File: config.mk
export PLATFORM = sky130hd
export DESIGN_NAME = hybrid_cla_adder
export DESIGN_NICKNAME = d
export VERILOG_FILES = /design/src/rtl/hcla_pkg.sv /design/src/rtl/hcla_pg.sv /design/src/rtl/hcla_ripple_cell.sv /design/src/rtl/hcla_lcg.sv /design/src/rtl/hybrid_cla_adder.sv
export SDC_FILE = /design/constraint.sdc
export NUM_CORES = 1
export LEC_CHECK = 0
export ABC_CLOCK_PERIOD_IN_PS = 9700
export BUFFER_PORTS_ARGS = -buffer_cell sky130_fd_sc_hd__clkbuf_2
export CAP_MARGIN = 10
export CORE_MARGIN = 2
export CORE_UTILIZATION = 44
export DETAILED_ROUTE_END_ITERATION = 7
export GPL_TIMING_DRIVEN = 0
export PLACE_DENSITY = 0.95
export SKIP_LAST_GASP = 1
export SLEW_MARGIN = 10
export SYNTH_ARGS = -nofsm -noshare
export SYNTH_HDL_FRONTEND = slang
export SYNTH_SLANG_ARGS = --single-unit
export TNS_END_PERCENT = 5
File: constraint.sdc
create_clock -name vclk -period 9.7
set_input_delay 0.485 -clock vclk [all_inputs]
set_output_delay 0.485 -clock vclk [all_outputs]
set_load 0.05 [all_outputs]
File: src/rtl/hcla_pkg.sv
package hcla_pkg;

    // Per-bit carry terms
    typedef struct packed {
        logic p;   // propagate
        logic g;   // generate
    } pg_t;

    // Number of ripple cells that replace the bottom of the lowest group
    localparam int RIPPLE_BITS = 2;

    function automatic pg_t make_pg(input logic x, input logic y);
        pg_t r;
        r.p = x ^ y;
        r.g = x & y;
        return r;
    endfunction

    function automatic logic ripple_carry(input pg_t v, input logic c);
        return v.g | (v.p & c);
    endfunction

endpackage

File: src/rtl/hcla_pg.sv
module hcla_pg
    import hcla_pkg::*;
#(
    parameter int WIDTH = 32
) (
    input  logic [WIDTH-1:0]      op_a,
    input  logic [WIDTH-1:0]      op_b,
    output pg_t  [WIDTH-1:0]      pg
);
    for (genvar b = 0; b < WIDTH; b++) begin : g_bit
        assign pg[b] = make_pg(op_a[b], op_b[b]);
    end
endmodule

File: src/rtl/hcla_ripple_cell.sv
module hcla_ripple_cell
    import hcla_pkg::*;
(
    input  pg_t  pg,
    input  logic cin,
    output logic cout
);
    assign cout = ripple_carry(pg, cin);
endmodule

File: src/rtl/hcla_lcg.sv
// Lookahead carry generator: every carry is a flat sum of products
// rooted at the single group carry-in.
module hcla_lcg
    import hcla_pkg::*;
#(
    parameter int M = 4
) (
    input  pg_t  [M-1:0] pg,
    input  logic         cin,
    output logic [M-1:0] cout
);
    always_comb begin
        for (int i = 0; i < M; i++) begin
            logic carry;
            logic term;
            // carry-in term through all propagates up to bit i
            term = cin;
            for (int k = 0; k <= i; k++) begin
                term = term & pg[k].p;
            end
            carry = term;
            // generate at bit j, propagated through bits j+1..i
            for (int j = 0; j <= i; j++) begin
                term = pg[j].g;
                for (int k = j + 1; k <= i; k++) begin
                    term = term & pg[k].p;
                end
                carry = carry | term;
            end
            cout[i] = carry;
        end
    end
endmodule

File: src/rtl/hybrid_cla_adder.sv
module hybrid_cla_adder
    import hcla_pkg::*;
#(
    parameter int WIDTH  = 32,
    parameter int GROUP  = 4,
    parameter bit HYBRID = 1'b1
) (
    input  logic [WIDTH-1:0] op_a,
    input  logic [WIDTH-1:0] op_b,
    input  logic             carry_in,
    output logic [WIDTH-1:0] sum_out,
    output logic             carry_out
);
    localparam int NGROUP     = WIDTH / GROUP;
    localparam int LOW_RIPPLE = HYBRID ? RIPPLE_BITS : 0;
    localparam int LOW_LA     = GROUP - LOW_RIPPLE;

    pg_t  [WIDTH-1:0] pg;
    logic [WIDTH:0]   cvec;   // cvec[b] = carry entering bit b
    logic [WIDTH-1:0] pv;
    logic [WIDTH-1:0] gv;

    hcla_pg #(.WIDTH(WIDTH)) u_pg (
        .op_a (op_a),
        .op_b (op_b),
        .pg   (pg)
    );

    assign cvec[0] = carry_in;

    // Lowest group: optional ripple cells then a reduced lookahead group
    if (LOW_RIPPLE > 0) begin : g_ripple
        for (genvar r = 0; r < LOW_RIPPLE; r++) begin : g_cell
            hcla_ripple_cell u_cell (
                .pg   (pg[r]),
                .cin  (cvec[r]),
                .cout (cvec[r+1])
            );
        end
    end

    hcla_lcg #(.M(LOW_LA)) u_lcg_low (
        .pg   (pg[LOW_RIPPLE +: LOW_LA]),
        .cin  (cvec[LOW_RIPPLE]),
        .cout (cvec[LOW_RIPPLE+1 +: LOW_LA])
    );

    // Upper groups, each fed only by the top carry of the group below
    for (genvar k = 1; k < NGROUP; k++) begin : g_grp
        hcla_lcg #(.M(GROUP)) u_lcg (
            .pg   (pg[k*GROUP +: GROUP]),
            .cin  (cvec[k*GROUP]),
            .cout (cvec[k*GROUP+1 +: GROUP])
        );
    end

    // Sum logic
    for (genvar b = 0; b < WIDTH; b++) begin : g_sum
        assign pv[b]      = pg[b].p;
        assign gv[b]      = pg[b].g;
        assign sum_out[b] = pg[b].p ^ cvec[b];
    end

    assign carry_out = cvec[WIDTH];
endmodule

==> Yosys cells after proc, flatten, opt, wreduce, memory -nomap -nowiden <==
Index checks and enable logic that the tools add are counted.
{ "totals": {"elab_cells": 246, "output_inout_bits": 33, "register_bits": 0, "in_bits": 65} }
{ "classes": {"n_bitwise": 246} }
{ "op_table": {"columns": ["cell", "count"], "rows": [
  ["AND 1 bit", 107],
  ["OR 1 bit", 75],
  ["XOR 1 bit", 64]
]} }

==> Longest topological paths before layout <==
{ "depth": {"word_depth": 65, "ltp_mapped": 35, "mapped_depth_nobuf": 35} }

==> By module <==
From an unflattened synthesis, not the netlist that was laid out.
{ "unflattened": {"cells_unflattened": 103, "area_unflattened_um2": 982.2} }
{ "by_module_without_submodules": {"columns": ["mod", "seq_area_each_um2", "cells_per_inst", "area_each_um2", "n_inst"], "rows": [
  ["hcla_pg", 0.0, 32, 400.4, 1],
  ["hybrid_cla_adder", 0.0, 32, 280.3, 1],
  ["hcla_lcg (g_grp[1].u_lcg ...)", 0.0, 5, 38.8, 7],
  ["hcla_lcg (u_lcg_low)", 0.0, 2, 15.0, 1],
  ["hcla_ripple_cell", 0.0, 1, 7.5, 2]
]} }

==> Least setup slack after synthesis <==
Ideal clock, no wire load.
{ "synth_timing": {"kind": "input port to output port", "start": "input port op_a[0]", "end": "output port sum_out[31]", "arrival_ns": 6.561, "setup_slack_ns": 2.654, "path_buffers": 0, "required_time_ns": 9.215, "cell_stages": 35, "path_cell_list": "inv_1 fa_1 inv_1 fa_1 ha_1 o21ai_0 nand2b_1 ha_1 o211ai_1 nand2_1 a21o_1 ha_1 o211ai_1 nand2_1 a21o_1 ha_1 o211ai_1 nand2_1 a21o_1 ha_1 o211ai_1 nand2_1 a21o_1 ha_1 o211ai_1 nand2_1 a21o_1 ha_1 o211ai_1 nand2_1 a21o_1 ha_1 o211ai_1 nand2_1 xor2_1"} }
{ "synth_between": {"elab_chain_len": 64, "word_cells_on_any_way": 65, "cone_classes": "bitwise: 65"} }
{ "synth_rtl": {"columns": ["element", "line_no", "text"], "rows": [
  ["start, declared", "hybrid_cla_adder.sv:8", "input logic [WIDTH-1:0] op_a,"],
  ["XOR 1 bit", "hcla_pkg.sv:14", "r.p = x ^ y;"],
  ["AND 1 bit", "hcla_pkg.sv:20", "return v.g | (v.p & c);"],
  ["OR 1 bit *", "hcla_pkg.sv:20", null],
  ["AND 1 bit *", "hcla_pkg.sv:20", null],
  ["OR 1 bit *", "hcla_pkg.sv:20", null],
  ["AND 1 bit * (2 in a row)", "hcla_lcg.sv:19", "term = term & pg[k].p;"],
  ["OR 1 bit * (2 in a row)", "hcla_lcg.sv:28", "carry = carry | term;"],
  ["AND 1 bit * (4 in a row)", "hcla_lcg.sv:19", null],
  ["(+24 left out)", null, null],
  ["OR 1 bit * (4 in a row)", "hcla_lcg.sv:28", null],
  ["AND 1 bit * (4 in a row)", "hcla_lcg.sv:19", null],
  ["OR 1 bit * (4 in a row)", "hcla_lcg.sv:28", null],
  ["AND 1 bit * (4 in a row)", "hcla_lcg.sv:19", null],
  ["OR 1 bit * (4 in a row)", "hcla_lcg.sv:28", null],
  ["AND 1 bit * (3 in a row)", "hcla_lcg.sv:19", null],
  ["OR 1 bit * (3 in a row)", "hcla_lcg.sv:28", null],
  ["XOR 1 bit *", "hybrid_cla_adder.sv:61", "assign sum_out[b] = pg[b].p ^ cvec[b];"],
  ["end, declared", "hybrid_cla_adder.sv:11", "output logic [WIDTH-1:0] sum_out,"]
]} }
Mark *: on every way between the ends. The rest lies on a longest branch, timed or not.

==> Worst setup path after layout <==
{ "layout_timing": {"start": "input port op_a[0]", "end": "output port sum_out[30]"} }
{ "layout_between": {"elab_chain_len": 62, "word_cells_on_any_way": 63, "cone_classes": "bitwise: 63"} }
{ "layout_rtl": {"columns": ["element", "line_no"], "rows": [
  ["XOR 1 bit", "hcla_pkg.sv:14"],
  ["AND 1 bit", "hcla_pkg.sv:20"],
  ["OR 1 bit *", "hcla_pkg.sv:20"],
  ["AND 1 bit *", "hcla_pkg.sv:20"],
  ["OR 1 bit *", "hcla_pkg.sv:20"],
  ["AND 1 bit * (2 in a row)", "hcla_lcg.sv:19"],
  ["OR 1 bit * (2 in a row)", "hcla_lcg.sv:28"],
  ["AND 1 bit * (4 in a row)", "hcla_lcg.sv:19"],
  ["(+24 left out)", null],
  ["OR 1 bit * (4 in a row)", "hcla_lcg.sv:28"],
  ["AND 1 bit * (4 in a row)", "hcla_lcg.sv:19"],
  ["OR 1 bit * (4 in a row)", "hcla_lcg.sv:28"],
  ["AND 1 bit * (4 in a row)", "hcla_lcg.sv:19"],
  ["OR 1 bit * (4 in a row)", "hcla_lcg.sv:28"],
  ["AND 1 bit * (2 in a row)", "hcla_lcg.sv:19"],
  ["OR 1 bit * (2 in a row)", "hcla_lcg.sv:28"],
  ["XOR 1 bit *", "hybrid_cla_adder.sv:61"]
]} }
Marked as above.

==> flow_metrics.env <==
export IMPL_status="finished, final reports clean"
export IMPL_worstPathBufferInverterCount=4
export IMPL_worst_setup_path_end_kind="primary output"
export IMPL_cts_setup_buffers=0
export IMPL_hp_class="in2out"
export IMPL_syn_to_final_growth_pct=46.2
export IMPL_io_pins=98
export IMPL_io_buffers=98
export IMPL_worst_path_most_repeated_cell="ha_1"
export IMPL_row_count=18
export IMPL_synthCells=119
export IMPL_layout_commonest_cell="clkbuf_2"
export IMPL_vias=1222
export IMPL_die_area_um2=3020
export IMPL_post_cts_resized=0
export IMPL_gr_usage_all_layers_pct=18.2
export IMPL_place_area_um2=1670
export IMPL_crit_type="in2out"
export IMPL_crit_fanout=2
export IMPL_die_y_um=55.0
export IMPL_drc=0
export IMPL_syn_nets=232
export IMPL_initial_core_util_pct=46.2
export IMPL_drt_total_wl_um=3010
export IMPL_hold_viol=0
export IMPL_coreArea_um2=2480
export IMPL_grt_pass1_vias=1130
export IMPL_fp_dieW_um=55.0
export IMPL_layout_drive_gt1_share_pct=45.2
export IMPL_crit_family="compound AO/OA/AOI/OAI gates"
export IMPL_finalCriticalPeriod_ns=7.28
export IMPL_power_density_nw_per_um2=128
export IMPL_seq_cells=0
export IMPL_slew_violations=0
export IMPL_ant_nets=0
export IMPL_regArea_um2=0
export IMPL_crit_slowest_cell="fa_1"
export IMPL_drt_iter0_drc=8
export IMPL_synthTopCellsByArea="ha_1 42%, fa_1 18%, xor2_1 11%"
export IMPL_wl_per_cell_um=12.2
export IMPL_diodes=0
export IMPL_maxSlewHeadroom_pct=80.3
export IMPL_netlist_area_um2=1140
export IMPL_max_stage_delay_ns=0.40
export IMPL_final_period_utilization_pct=75.0
export IMPL_fmax_mhz=137
export IMPL_ctsHoldBuffers=0
export IMPL_grt_pass1_wl_um=4200
export IMPL_max_cap_violations=0
export IMPL_clock_buffer_count=0
export IMPL_rsz0062_at_grt="false"
export IMPL_critPathRequiredTime_ns=9.22
export IMPL_ys_types=13
export IMPL_peakVddDrop_v=0.000105
export IMPL_grt_ovfl_total=0
export IMPL_antenna_found_initial=0
export IMPL_holdWs_ns=1.48
export IMPL_final_cell_mix="98 x clkbuf_2, 38 x ha_1, 15 x xor2_1, 10 x fa_1"
export IMPL_p_leak_nw=1.02
export IMPL_synth_top_area_cell="ha_1"
export IMPL_post_dp_hpwl_um=2930
export IMPL_synth_warnings=0
export IMPL_gp_congestion=0.708
export IMPL_setup_viol=0
export IMPL_worst_slew_pin_slew_ns=0.297
export IMPL_grt_max_degree=4
export IMPL_critPathArrivalTime_ns=6.79
export IMPL_post_synth_cell_area_avg_um2=9.61
export IMPL_finish_instance_area_um2=1670
export IMPL_drt_first_pass_iters=5
export IMPL_nNetsFinal=332
export IMPL_seq_area_frac_synth_pct=0
export IMPL_yosys_area_top_type_share_pct=41.6
export IMPL_via_per_inst=4.95
export IMPL_finalSetupTns_ns=0
export IMPL_cp_start_kind="input pin"
## synthesized netlist by cell type
cell      instances
o21a_1            7
xor2_1           15
nor2_1            7
nand2_1           7
ha_1             38
fa_1             10
xnor2_1           7
o211ai_1          7
o21ai_0           1
nand2b_1          1
a21o_1            7
a21oi_1           7
inv_1             5
## final timing paths
check	start	endpoint	cells past startpoint
setup / recovery	op_a[0]	sum_out[30]	37
hold / removal	op_b[11]	sum_out[11]	4
## layer usage
layer	track usage, %	wire [µm]
met2	39.3	1540
met5	0	0
met1	17.9	1020
met3	4.57	440
met4	0	0
## area by class of cell
type | count | area (µm²)
fill | 207 | 806
timing repair buffer | 98 | 490
tap | 30 | 37.5
inverter | 5 | 18.8
multi-input combinational | 114 | 1120
## power by group
part | internal [W] | total (W) | switching (W)
Clock | 0 | 0 | 0
Sequential | 0 | 0 | 0
Combinational | 0.0000586 | 0.000215 | 0.000156
## through the flow
stage / setup slack, ns / power, W / util, % / instances
finish: 2.42 / 0.000215 / 67.5 / 247
global route: 1.98 / 0.000229 / 67.5 / 247
CTS: 2.38 / 0.000217 / 67.5 / 247
detailed placement: 2.40 / 0.000216 / 67.5 / 247
global placement: 2.58 / 0.000211 / 67.5 / 247
floorplan: 2.65 / 0.000167 / - / 119
## logic make-up (layout without fill, tap and decap cells)
logic type	count (synthesis)	after routing	share of synthesized area (%)
XOR/XNOR	22	22	16.8
AO/OA/AOI/OAI	29	29	17.3
buffers and inverters	5	103	1.64
AND/OR/NAND/NOR	15	15	5.14
adder cells (fa/ha/maj)	48	48	59.1
Power figures use the tool's default switching activity.
